File: src/rtl/cache_maint_ctrl.sv
module cache_maint_ctrl #(
  parameter int ADDR_W     = 32,
  parameter int LINE_BYTES = 32
) (
  input  logic              clk,
  input  logic              rst_n,
  input  logic              cmd_valid,
  input  logic [1:0]        cmd_op,
  input  logic [ADDR_W-1:0] cmd_addr,
  input  logic              cmd_hit,
  input  logic [1:0]        cmd_state,
  input  logic [3:0]        cmd_attr,
  input  logic              cache_disabled,
  input  logic              cache_locked,
  input  logic              prot_load_ok,
  input  logic              prot_store_ok,
  input  logic              user_mode,
  input  logic              bcast_enable,
  output logic              busy,
  output logic              wb_req,
  output logic [ADDR_W-1:0] wb_addr,
  input  logic              wb_ack,
  output logic              upd_valid,
  output logic [1:0]        upd_state,
  output logic [ADDR_W-1:0] upd_addr,
  output logic              bcast_valid,
  output logic [1:0]        bcast_op,
  output logic [ADDR_W-1:0] bcast_addr,
  output logic              exc_valid,
  output logic [1:0]        exc_cause,
  output logic [ADDR_W-1:0] exc_addr
);
  localparam int OFF_W = $clog2(LINE_BYTES);
  localparam logic [1:0] ST_I = 2'b00, ST_S = 2'b01, ST_E = 2'b10, ST_M = 2'b11;
  localparam logic [1:0] OP_NONE = 2'b00, OP_CLEAN = 2'b01, OP_FLUSH = 2'b10, OP_INV = 2'b11;
  localparam logic [1:0] CAUSE_PROT = 2'b01, CAUSE_PRIV = 2'b10;

  logic              wb_busy;
  logic [1:0]        pend_state;
  logic [ADDR_W-1:0] line_q;
  logic [1:0]        next_st;

  wire unused_inputs = &{1'b0, cache_disabled, cache_locked, cmd_attr, cmd_addr[OFF_W-1:0]};

  wire accept     = cmd_valid && !wb_busy && (cmd_op != OP_NONE);
  wire is_inv     = (cmd_op == OP_INV);
  wire priv_fault = is_inv && user_mode;
  wire prot_ok    = is_inv ? prot_store_ok : prot_load_ok;
  wire fault      = priv_fault || !prot_ok;
  wire live       = cmd_hit && (cmd_state != ST_I);
  wire need_wb    = !is_inv && live && (cmd_state == ST_M);
  wire change     = live && !need_wb && (next_st != cmd_state);
  wire [ADDR_W-1:0] line_addr = {cmd_addr[ADDR_W-1:OFF_W], {OFF_W{1'b0}}};

  always_comb begin
    case (cmd_op)
      OP_CLEAN: next_st = (cmd_state == ST_M) ? ST_E : cmd_state;
      OP_FLUSH: next_st = ST_I;
      OP_INV:   next_st = ST_I;
      default:  next_st = cmd_state;
    endcase
  end

  assign busy    = wb_busy;
  assign wb_req  = wb_busy;
  assign wb_addr = line_q;

  always_ff @(posedge clk) begin
    if (!rst_n) begin
      wb_busy     <= 1'b0;
      pend_state  <= ST_I;
      line_q      <= '0;
      upd_valid   <= 1'b0;
      upd_state   <= ST_I;
      upd_addr    <= '0;
      bcast_valid <= 1'b0;
      bcast_op    <= OP_NONE;
      bcast_addr  <= '0;
      exc_valid   <= 1'b0;
      exc_cause   <= 2'b00;
      exc_addr    <= '0;
    end else begin
      upd_valid   <= 1'b0;
      bcast_valid <= 1'b0;
      exc_valid   <= 1'b0;
      if (wb_busy) begin
        if (wb_ack) begin
          wb_busy   <= 1'b0;
          upd_valid <= 1'b1;
          upd_state <= pend_state;
          upd_addr  <= line_q;
        end
      end else if (accept) begin
        if (fault) begin
          exc_valid <= 1'b1;
          exc_cause <= priv_fault ? CAUSE_PRIV : CAUSE_PROT;
          exc_addr  <= line_addr;
        end else begin
          if (bcast_enable) begin
            bcast_valid <= 1'b1;
            bcast_op    <= cmd_op;
            bcast_addr  <= line_addr;
          end
          if (need_wb) begin
            wb_busy    <= 1'b1;
            line_q     <= line_addr;
            pend_state <= next_st;
          end else if (change) begin
            upd_valid <= 1'b1;
            upd_state <= next_st;
            upd_addr  <= line_addr;
          end
        end
      end
    end
  end

  assert_wb_hold_R12: assert property (@(posedge clk) disable iff (!rst_n)
    wb_req && !wb_ack |=> wb_req);
  assert_ack_updates_R2: assert property (@(posedge clk) disable iff (!rst_n)
    wb_req && wb_ack |=> upd_valid && !busy);
  assert_inv_no_wb_R6: assert property (@(posedge clk) disable iff (!rst_n)
    $rose(wb_req) |-> ($past(cmd_op) != OP_INV) && ($past(cmd_state) == ST_M));
  assert_fault_quiet_R9: assert property (@(posedge clk) disable iff (!rst_n)
    exc_valid |-> !upd_valid && !bcast_valid && !wb_req);
  assert_priv_only_inv_R8: assert property (@(posedge clk) disable iff (!rst_n)
    exc_valid && (exc_cause == CAUSE_PRIV) |-> ($past(cmd_op) == OP_INV) && $past(user_mode));
  assert_bcast_gated_R10: assert property (@(posedge clk) disable iff (!rst_n)
    bcast_valid |-> $past(bcast_enable));
  assert_direct_upd_inval_R5: assert property (@(posedge clk) disable iff (!rst_n)
    upd_valid && !$past(wb_req) |-> upd_state == ST_I);
endmodule

File: config.mk
export PLATFORM = sky130hd
export DESIGN_NAME = cache_maint_ctrl
export DESIGN_NICKNAME = d
export VERILOG_FILES = /design/src/rtl/cache_maint_ctrl.sv
export SDC_FILE = /design/constraint.sdc
export NUM_CORES = 1
export LEC_CHECK = 0
export BUFFER_PORTS_ARGS = -buffer_cell sky130_fd_sc_hd__buf_4
export CORE_ASPECT_RATIO = 2
export CORE_MARGIN = 8
export CORE_UTILIZATION = 53
export DETAILED_ROUTE_END_ITERATION = 10
export GPL_ROUTABILITY_DRIVEN = 0
export HOLD_SLACK_MARGIN = 0.15
export PLACE_DENSITY = 0.87
export SYNTH_ARGS = -nofsm -noshare
export SYNTH_HDL_FRONTEND = slang
export SYNTH_SLANG_ARGS = --single-unit
File: constraint.sdc
create_clock -name clk -period 2.7 [get_ports clk]
set_input_delay 0.27 -clock clk [delete_from_list [all_inputs] [get_ports clk]]
set_output_delay 0.27 -clock clk [all_outputs]
set_load 0.005 [all_outputs]
==> run summary, run 1 <==
reg2reg end: exc_addr[14]$_SDFFE_PN0P_
CP arrival: 2.13 ns
Placed Area: 0.00614 mm^2
DR vias/cell: 5.59
detailed-route via count: 4546
Clock Pin Slew Worst Setup and Hold Paths: 0.05 ns
crit end category: flip-flop
CP Class: reg -> reg
DR WL/cell: 19.3 um
largest net degree at the start of global routing: 63
RR Startpoint: busy$_SDFF_PN0_
fmax: 0.536 GHz
crit share post-route: 69.1%
total CTS buffers: 17
effective utilization at floorplan: 54.1%
chip width: 85.0 um
worst reg2reg path depth: 5
Required @ worst endpoint: 2.97 ns
post-synth top area share: 47.6%
Max-slew headroom: 50.6%
port bufs: 158
setup violators final: 0
Reg power frac: 42.9%
switching share of power: 22.9%
Mapped Cells: 532
final instance area: 0.00695 mm^2
Tmin final: 1.87 ns
post-route setup slack: 0.833 ns
Post-CTS Resized: 0
crit path to: exc_addr[14]$_SDFFE_PN0P_
vias in the first global route: 4709
switching power: 0.984 mW
Slowest cell on crit path: buf_4
aggregate routed wire length: 15700 um
Syn-to-layout area delta: 37.7%
post-route ant nets: 0
DR iter-0 viols: 300
power density over the cells: 619 mW/mm^2
crit-path max FO: 20
Avg Inst Size Synth: 9.49 um^2
reported max-cap violation count: 0
chip height: 154 um
status: finished clean
clock tree sinks: 120
Fin Clk Skew: 0.00903 ns
Seq/Total Area, Yosys: 47.6%
residual DRC count: 0
Synth Cell Area: 0.00505 mm^2
n_diodes: 0
Unique masters post-synth: 35
drt pass-1 iters: 5
TNS Setup: 0 ns
Fin. Hold Viols: 0
actual slew at the worst max-slew pin: 0.741 ns
Critical Path Start: busy$_SDFF_PN0_
hold buffers post-CTS: 27
worst slack, placed: 0.811 ns
most frequent cells in the layout: buf_4, dfxtp_1, mux2i_1, nor2_1, nand2_1
H-tree depth: 4
die area: 0.0131 mm^2
Max VDD drop: 520 uV
initial antenna violation count: 0
Internal Power: 3.32 mW
Lkg Pwr: 3.30 nW
Post-CTS Repair Setup Buffers: 0
unrepaired setup endpoints after global routing: no
slowest stage delay, CP: 0.39 ns
Final Slew Violations: 0
gr usage total: 24.2%
Clk pwr share: 47.3%
Cell Chain, Critical Path: nor2b_1, nor4b_4, buf_4, mux2i_1, nor2_1
IO Pins: 190
FF-to-FF setup slack: 0.83 ns
dominant cells by area after synthesis: dfxtp_1, mux2i_1, nor2_1
CTS tree: built
Cell Rows: 50
Final HPWL DP: 10300 um
worst skew pair latency: 0.41 ns
Warnings, synthesis: 0
first-pass GRT wire length: 24700 um
commonest non-fill, non-tap cell in the layout: buf_4
flop and latch count out of synthesis: 120
GRT Residual Overflow: 0
Worst Hold Class: in -> reg
share of post-route cells with drive strength above 1: 28.9%
final net count: 750
combinational share of power: 9.8%
crit start category: flip-flop
CTS root buf: clkbuf_16
CORE AREA: 0.00932 mm^2
largest area contributor in the netlist: dfxtp_1
CTS Buffer Depth: 2
==> worst min path at each step <==
stage / slack, ns / cells past startpoint / end / start
global route: 0.17 / 3 / busy$_SDFF_PN0_ / wb_ack
global placement: 0.44 / 2 / upd_addr[31]$_SDFFE_PN0P_ / upd_addr[31]$_SDFFE_PN0P_
detailed placement: 0.45 / 2 / upd_addr[10]$_SDFFE_PN0P_ / upd_addr[10]$_SDFFE_PN0P_
finish: 0.18 / 3 / busy$_SDFF_PN0_ / wb_ack
CTS: 0.16 / 3 / busy$_SDFF_PN0_ / wb_ack
floorplan: 0.41 / 2 / bcast_addr[10]$_SDFFE_PN0P_ / cmd_addr[10]
==> cells in the mapped netlist <==
cell type and n:
o21ai_0 28, inv_2 1, buf_4 28, o2111ai_1 1, mux2i_1 85, nand2b_1 30, nand3_1 28, buf_6 8
a21boi_2 1, or2_2 1, conb_1 1, and4b_1 1, or3_1 1, nor2b_1 1, inv_1 1, o21ai_1 2
buf_1 2, a21oi_1 30, and3_1 2, nor4b_4 1, a31oi_1 1, and2_1 1, nand2_1 34, dfxtp_1 120
o211a_1 1, a22o_1 1, a22oi_4 1, o2111ai_2 1, o211ai_1 27, clkbuf_1 28, buf_2 2, nand4_1 1
a211oi_1 1, nor2_1 59, o2111a_2 1
==> layer usage <==
metal | global-route usage, % | wire (um)
met5 | 0 | 0
met4 | 15.2 | 763
met3 | 8.86 | 1260
met2 | 43.2 | 8200
met1 | 22.3 | 5480
==> power groups by stage <==
stage	logic, mW	clock network [mW]	registers, mW
after CTS	0.417	2.05	1.85
final	0.422	2.04	1.85
after detailed placement	0.383	0	1.88
after global placement	0.371	0	1.88
after floorplan	0.218	0	1.88
after global routing	0.452	2.13	1.85
==> registers in the layout, indices dropped and copies added, names as in the netlist <==
signal	cells
bcast_op	2
exc_cause	2
busy	1
pend_state	2
bcast_addr	27
bcast_valid	1
exc_addr	27
upd_valid	1
upd_state	2
wb_addr	27
exc_valid	1
upd_addr	27
==> layout make-up <==
type,count,area [um^2]
Multi-Input combinational cell,361,2300
Inverter,2,7.51
Timing Repair Buffer,197,1570
Fill cell,607,2370
Clock buffer,26,519
Sequential cell,120,2400
Clock inverter,3,15.0
Tap cell,104,130
==> kinds of logic after synthesis <==
group | Yosys count | synth area share, %
and+or+nand+nor | 160 | 15.0
buffers and inverters | 70 | 8.53
other | 1 | 0.0743
muxes | 85 | 16.9
DFF | 120 | 47.6
AOI/OAI and AO/OA | 96 | 12.0
==> critical path, delay by kind of cell (launching register included) <==
| family | cells | cell delay [ns] |
|---|---|---|
| and+or+nand+nor | 3 | 0.70 |
| buffers and inverters | 1 | 0.39 |
| DFF | 1 | 0.32 |
| muxes | 1 | 0.31 |
==> through the flow <==
step	hold WS [ns]	std cells	power, mW	utilization [%]
2_1_floorplan	0.414	551	2.10	-
3_3_place_gp	0.445	757	2.25	65.9
3_5_place_dp	0.455	757	2.26	65.9
4_1_cts	0.156	813	4.32	74.6
5_1_grt	0.170	813	4.43	74.6
6_report	0.177	813	4.30	74.6
Note: power is estimated with default switching activity, not from simulation.
==> inputs of run 2 (changes only) <==
Settings changed: ABC_AREA set to 1, CORE_UTILIZATION 53 to 45, PLACE_DENSITY 0.87 to 0.79.
Clock period 2.7 ns to 1.61 ns, I/O delays scaled along.
==> run summary, run 2 <==
Cell Chain, Critical Path: dlygate4sd3_1, buf_4, nand2_2, nand2_1, nand2_4, nand3_4, clkbuf_16, a21oi_1, nor2_1
TNS Setup: 0 ns
CP arrival: 1.87 ns
CORE AREA: 0.0113 mm^2
most frequent cells after synthesis: nand2_1, dfxtp_1, nor2_1
chip width: 92.1 um
Synth Cell Area: 0.00521 mm^2
Worst Hold Class: in -> reg
total CTS buffers: 17
n_diodes: 0
Synth async-reset ratio: 0%
CTS Buffer Depth: 2
largest area contributor in the netlist: dfxtp_1
Seq/Total Area, Yosys: 46.1%
Met1 Wirelength: 5990 um
DR WL/cell: 15.9 um
Required @ worst endpoint: 1.91 ns
clock tree sinks: 120
met3 wire len: 1320 um
setup violators final: 0
slowest stage delay, CP: 0.57 ns
Slowest cell on crit path: dlygate4sd3_1
Fin Clk Skew: 0.00752 ns
register cell area after layout: 0.00240 mm^2
post-route setup slack: 0.0323 ns
first-pass GRT wire length: 26300 um
crit start category: input pin
Final Power: 7.63 mW
crit-path max FO: 18
Unique masters post-synth: 20
Syn-to-layout area delta: 44.0%
flop and latch count out of synthesis: 120
CP Class: in -> reg
final net count: 988
initial antenna violation count: 0
filler instances: 988
IO Pins: 190
GRT Residual Overflow: 0
WHS: 0.181 ns
CTS root buf: clkbuf_16
vias in the first global route: 5179
Warnings, synthesis: 0
most common flop cell mapped by yosys: dfxtp_1
residual DRC count: 0
count leader, synth: nand2_1
Cell Rows: 55
Lkg Pwr: 3.69 nW
detailed-route via count: 5461
post-synth top area share: 46.1%
Final Util: 66.5%
Mapped Cells: 753
power density over the cells: 1020 mW/mm^2
worst slack, placed: 0.157 ns
post-route ant nets: 0
Final HPWL DP: 11800 um
commonest non-fill, non-tap cell in the layout: nand2_1
multi-input logic area: 0.00224 mm^2
share of post-route cells with drive strength above 1: 24.2%
Max VDD drop: 904 uV
gr usage total: 21.5%
drt pass-1 iters: 5
top routing layer in use: met4
crit end category: flip-flop
H-tree depth: 4
DR iter-0 viols: 322
aggregate routed wire length: 17400 um
fmax: 0.634 GHz
largest net degree at the start of global routing: 56
effective utilization at floorplan: 46.2%
most frequent cells in the layout: nand2_1, buf_4, dfxtp_1, nor2_1, a21oi_1
Fin. Hold Viols: 0
chip height: 168 um
die area: 0.0155 mm^2
crit share post-route: 98.0%
Tmin final: 1.58 ns
number of flops mapped to enable cells by yosys: 0
CTS tree: built
port bufs: 158
status: finished clean
dominant cells by area after synthesis: dfxtp_1, nand2_1, a21oi_1
DR vias/cell: 5.01
worst skew pair latency: 0.41 ns
Final Slew Violations: 0
Avg Inst Size Synth: 6.92 um^2
reported max-cap violation count: 0
Clock Pin Slew Worst Setup and Hold Paths: 0.05 ns
met2 WL: 9290 um
-- run 2: changes by cell type after synthesis, moves of 7 or more --
cell      change
nand2_1     +177
mux2i_1      -85
inv_1        +63
a21oi_1      +60
nor2_1       +33
nand2b_1     -30
nand4_1      +29
o211ai_1     -27
buf_2        +19
clkbuf_1      -7
-- run 2: what timing repair did --
item,CTS,global route
endpoints found under the hold margin,109,0
setup endpoints to repair,0,87
buffers inserted,0,4
hold buffers,33,0
gates resized for setup,0,14
-- run 2: layout make-up --
| type | instances | area share [%] |
|---|---|---|
| well taps | 142 | 2.37 |
| multi-input cells | 510 | 29.9 |
| clock inverters | 8 | 1.27 |
| flip-flops and latches | 120 | 32.0 |
| clock buffers | 23 | 6.50 |
| inverters | 68 | 3.40 |
| repair buffers | 220 | 24.5 |
-- run 2: through the flow --
step           area (um^2)  std cells
3_5_place_dp          6450       1020
6_report              7500       1091
2_1_floorplan         5280        772
3_3_place_gp          6450       1020
5_1_grt               7500       1091
4_1_cts               7360       1084
-- run 2: worst max-delay path, delay by kind of cell --
family | cells | cell delay [ns]
AOI/OAI and AO/OA | 1 | 0.14
buffers and inverters | 3 | 0.96
and+or+nand+nor | 5 | 0.61
-- run 2: logic make-up after synthesis --
| family | Yosys count | synth area share, % |
|---|---|---|
| flip-flops | 120 | 46.1 |
| AO/OA/AOI/OAI | 119 | 11.4 |
| AND/OR/NAND/NOR | 371 | 29.6 |
| other | 1 | 0.0720 |
| buffers and inverters | 142 | 12.8 |
-- run 2: worst paths after layout --
kind | start | endpoint | slack, ns | depth (start not counted)
max | cmd_op[0] | upd_state[0]$_SDFFE_PN0P_ | 0.03 | 9
min | cmd_hit | pend_state[1]$_SDFFE_PN0P_ | 0.18 | 5
max reg2reg | busy$_SDFF_PN0_ | bcast_addr[26]$_SDFFE_PN0P_ | 0.20 | 7
min reg2reg | pend_state[0]$_SDFFE_PN0P_ | pend_state[0]$_SDFFE_PN0P_ | 0.44 | 2
-- run 2: power breakdown --
| group | switching [mW] | internal [mW] | total (mW) |
|---|---|---|---|
| Sequential | 0.0462 | 3.06 | 3.11 |
| Clock | 1.31 | 2.42 | 3.73 |
| Combinational | 0.431 | 0.363 | 0.793 |
| Total | 1.79 | 5.85 | 7.63 |
-- run 2: routing by layer --
layer | up-vias | track usage, %
met4 | 0 | 14.5
li1 | 2704 | -
met2 | 206 | 38.0
met1 | 2502 | 20.1
met5 | - | 0
met3 | 49 | 7.26
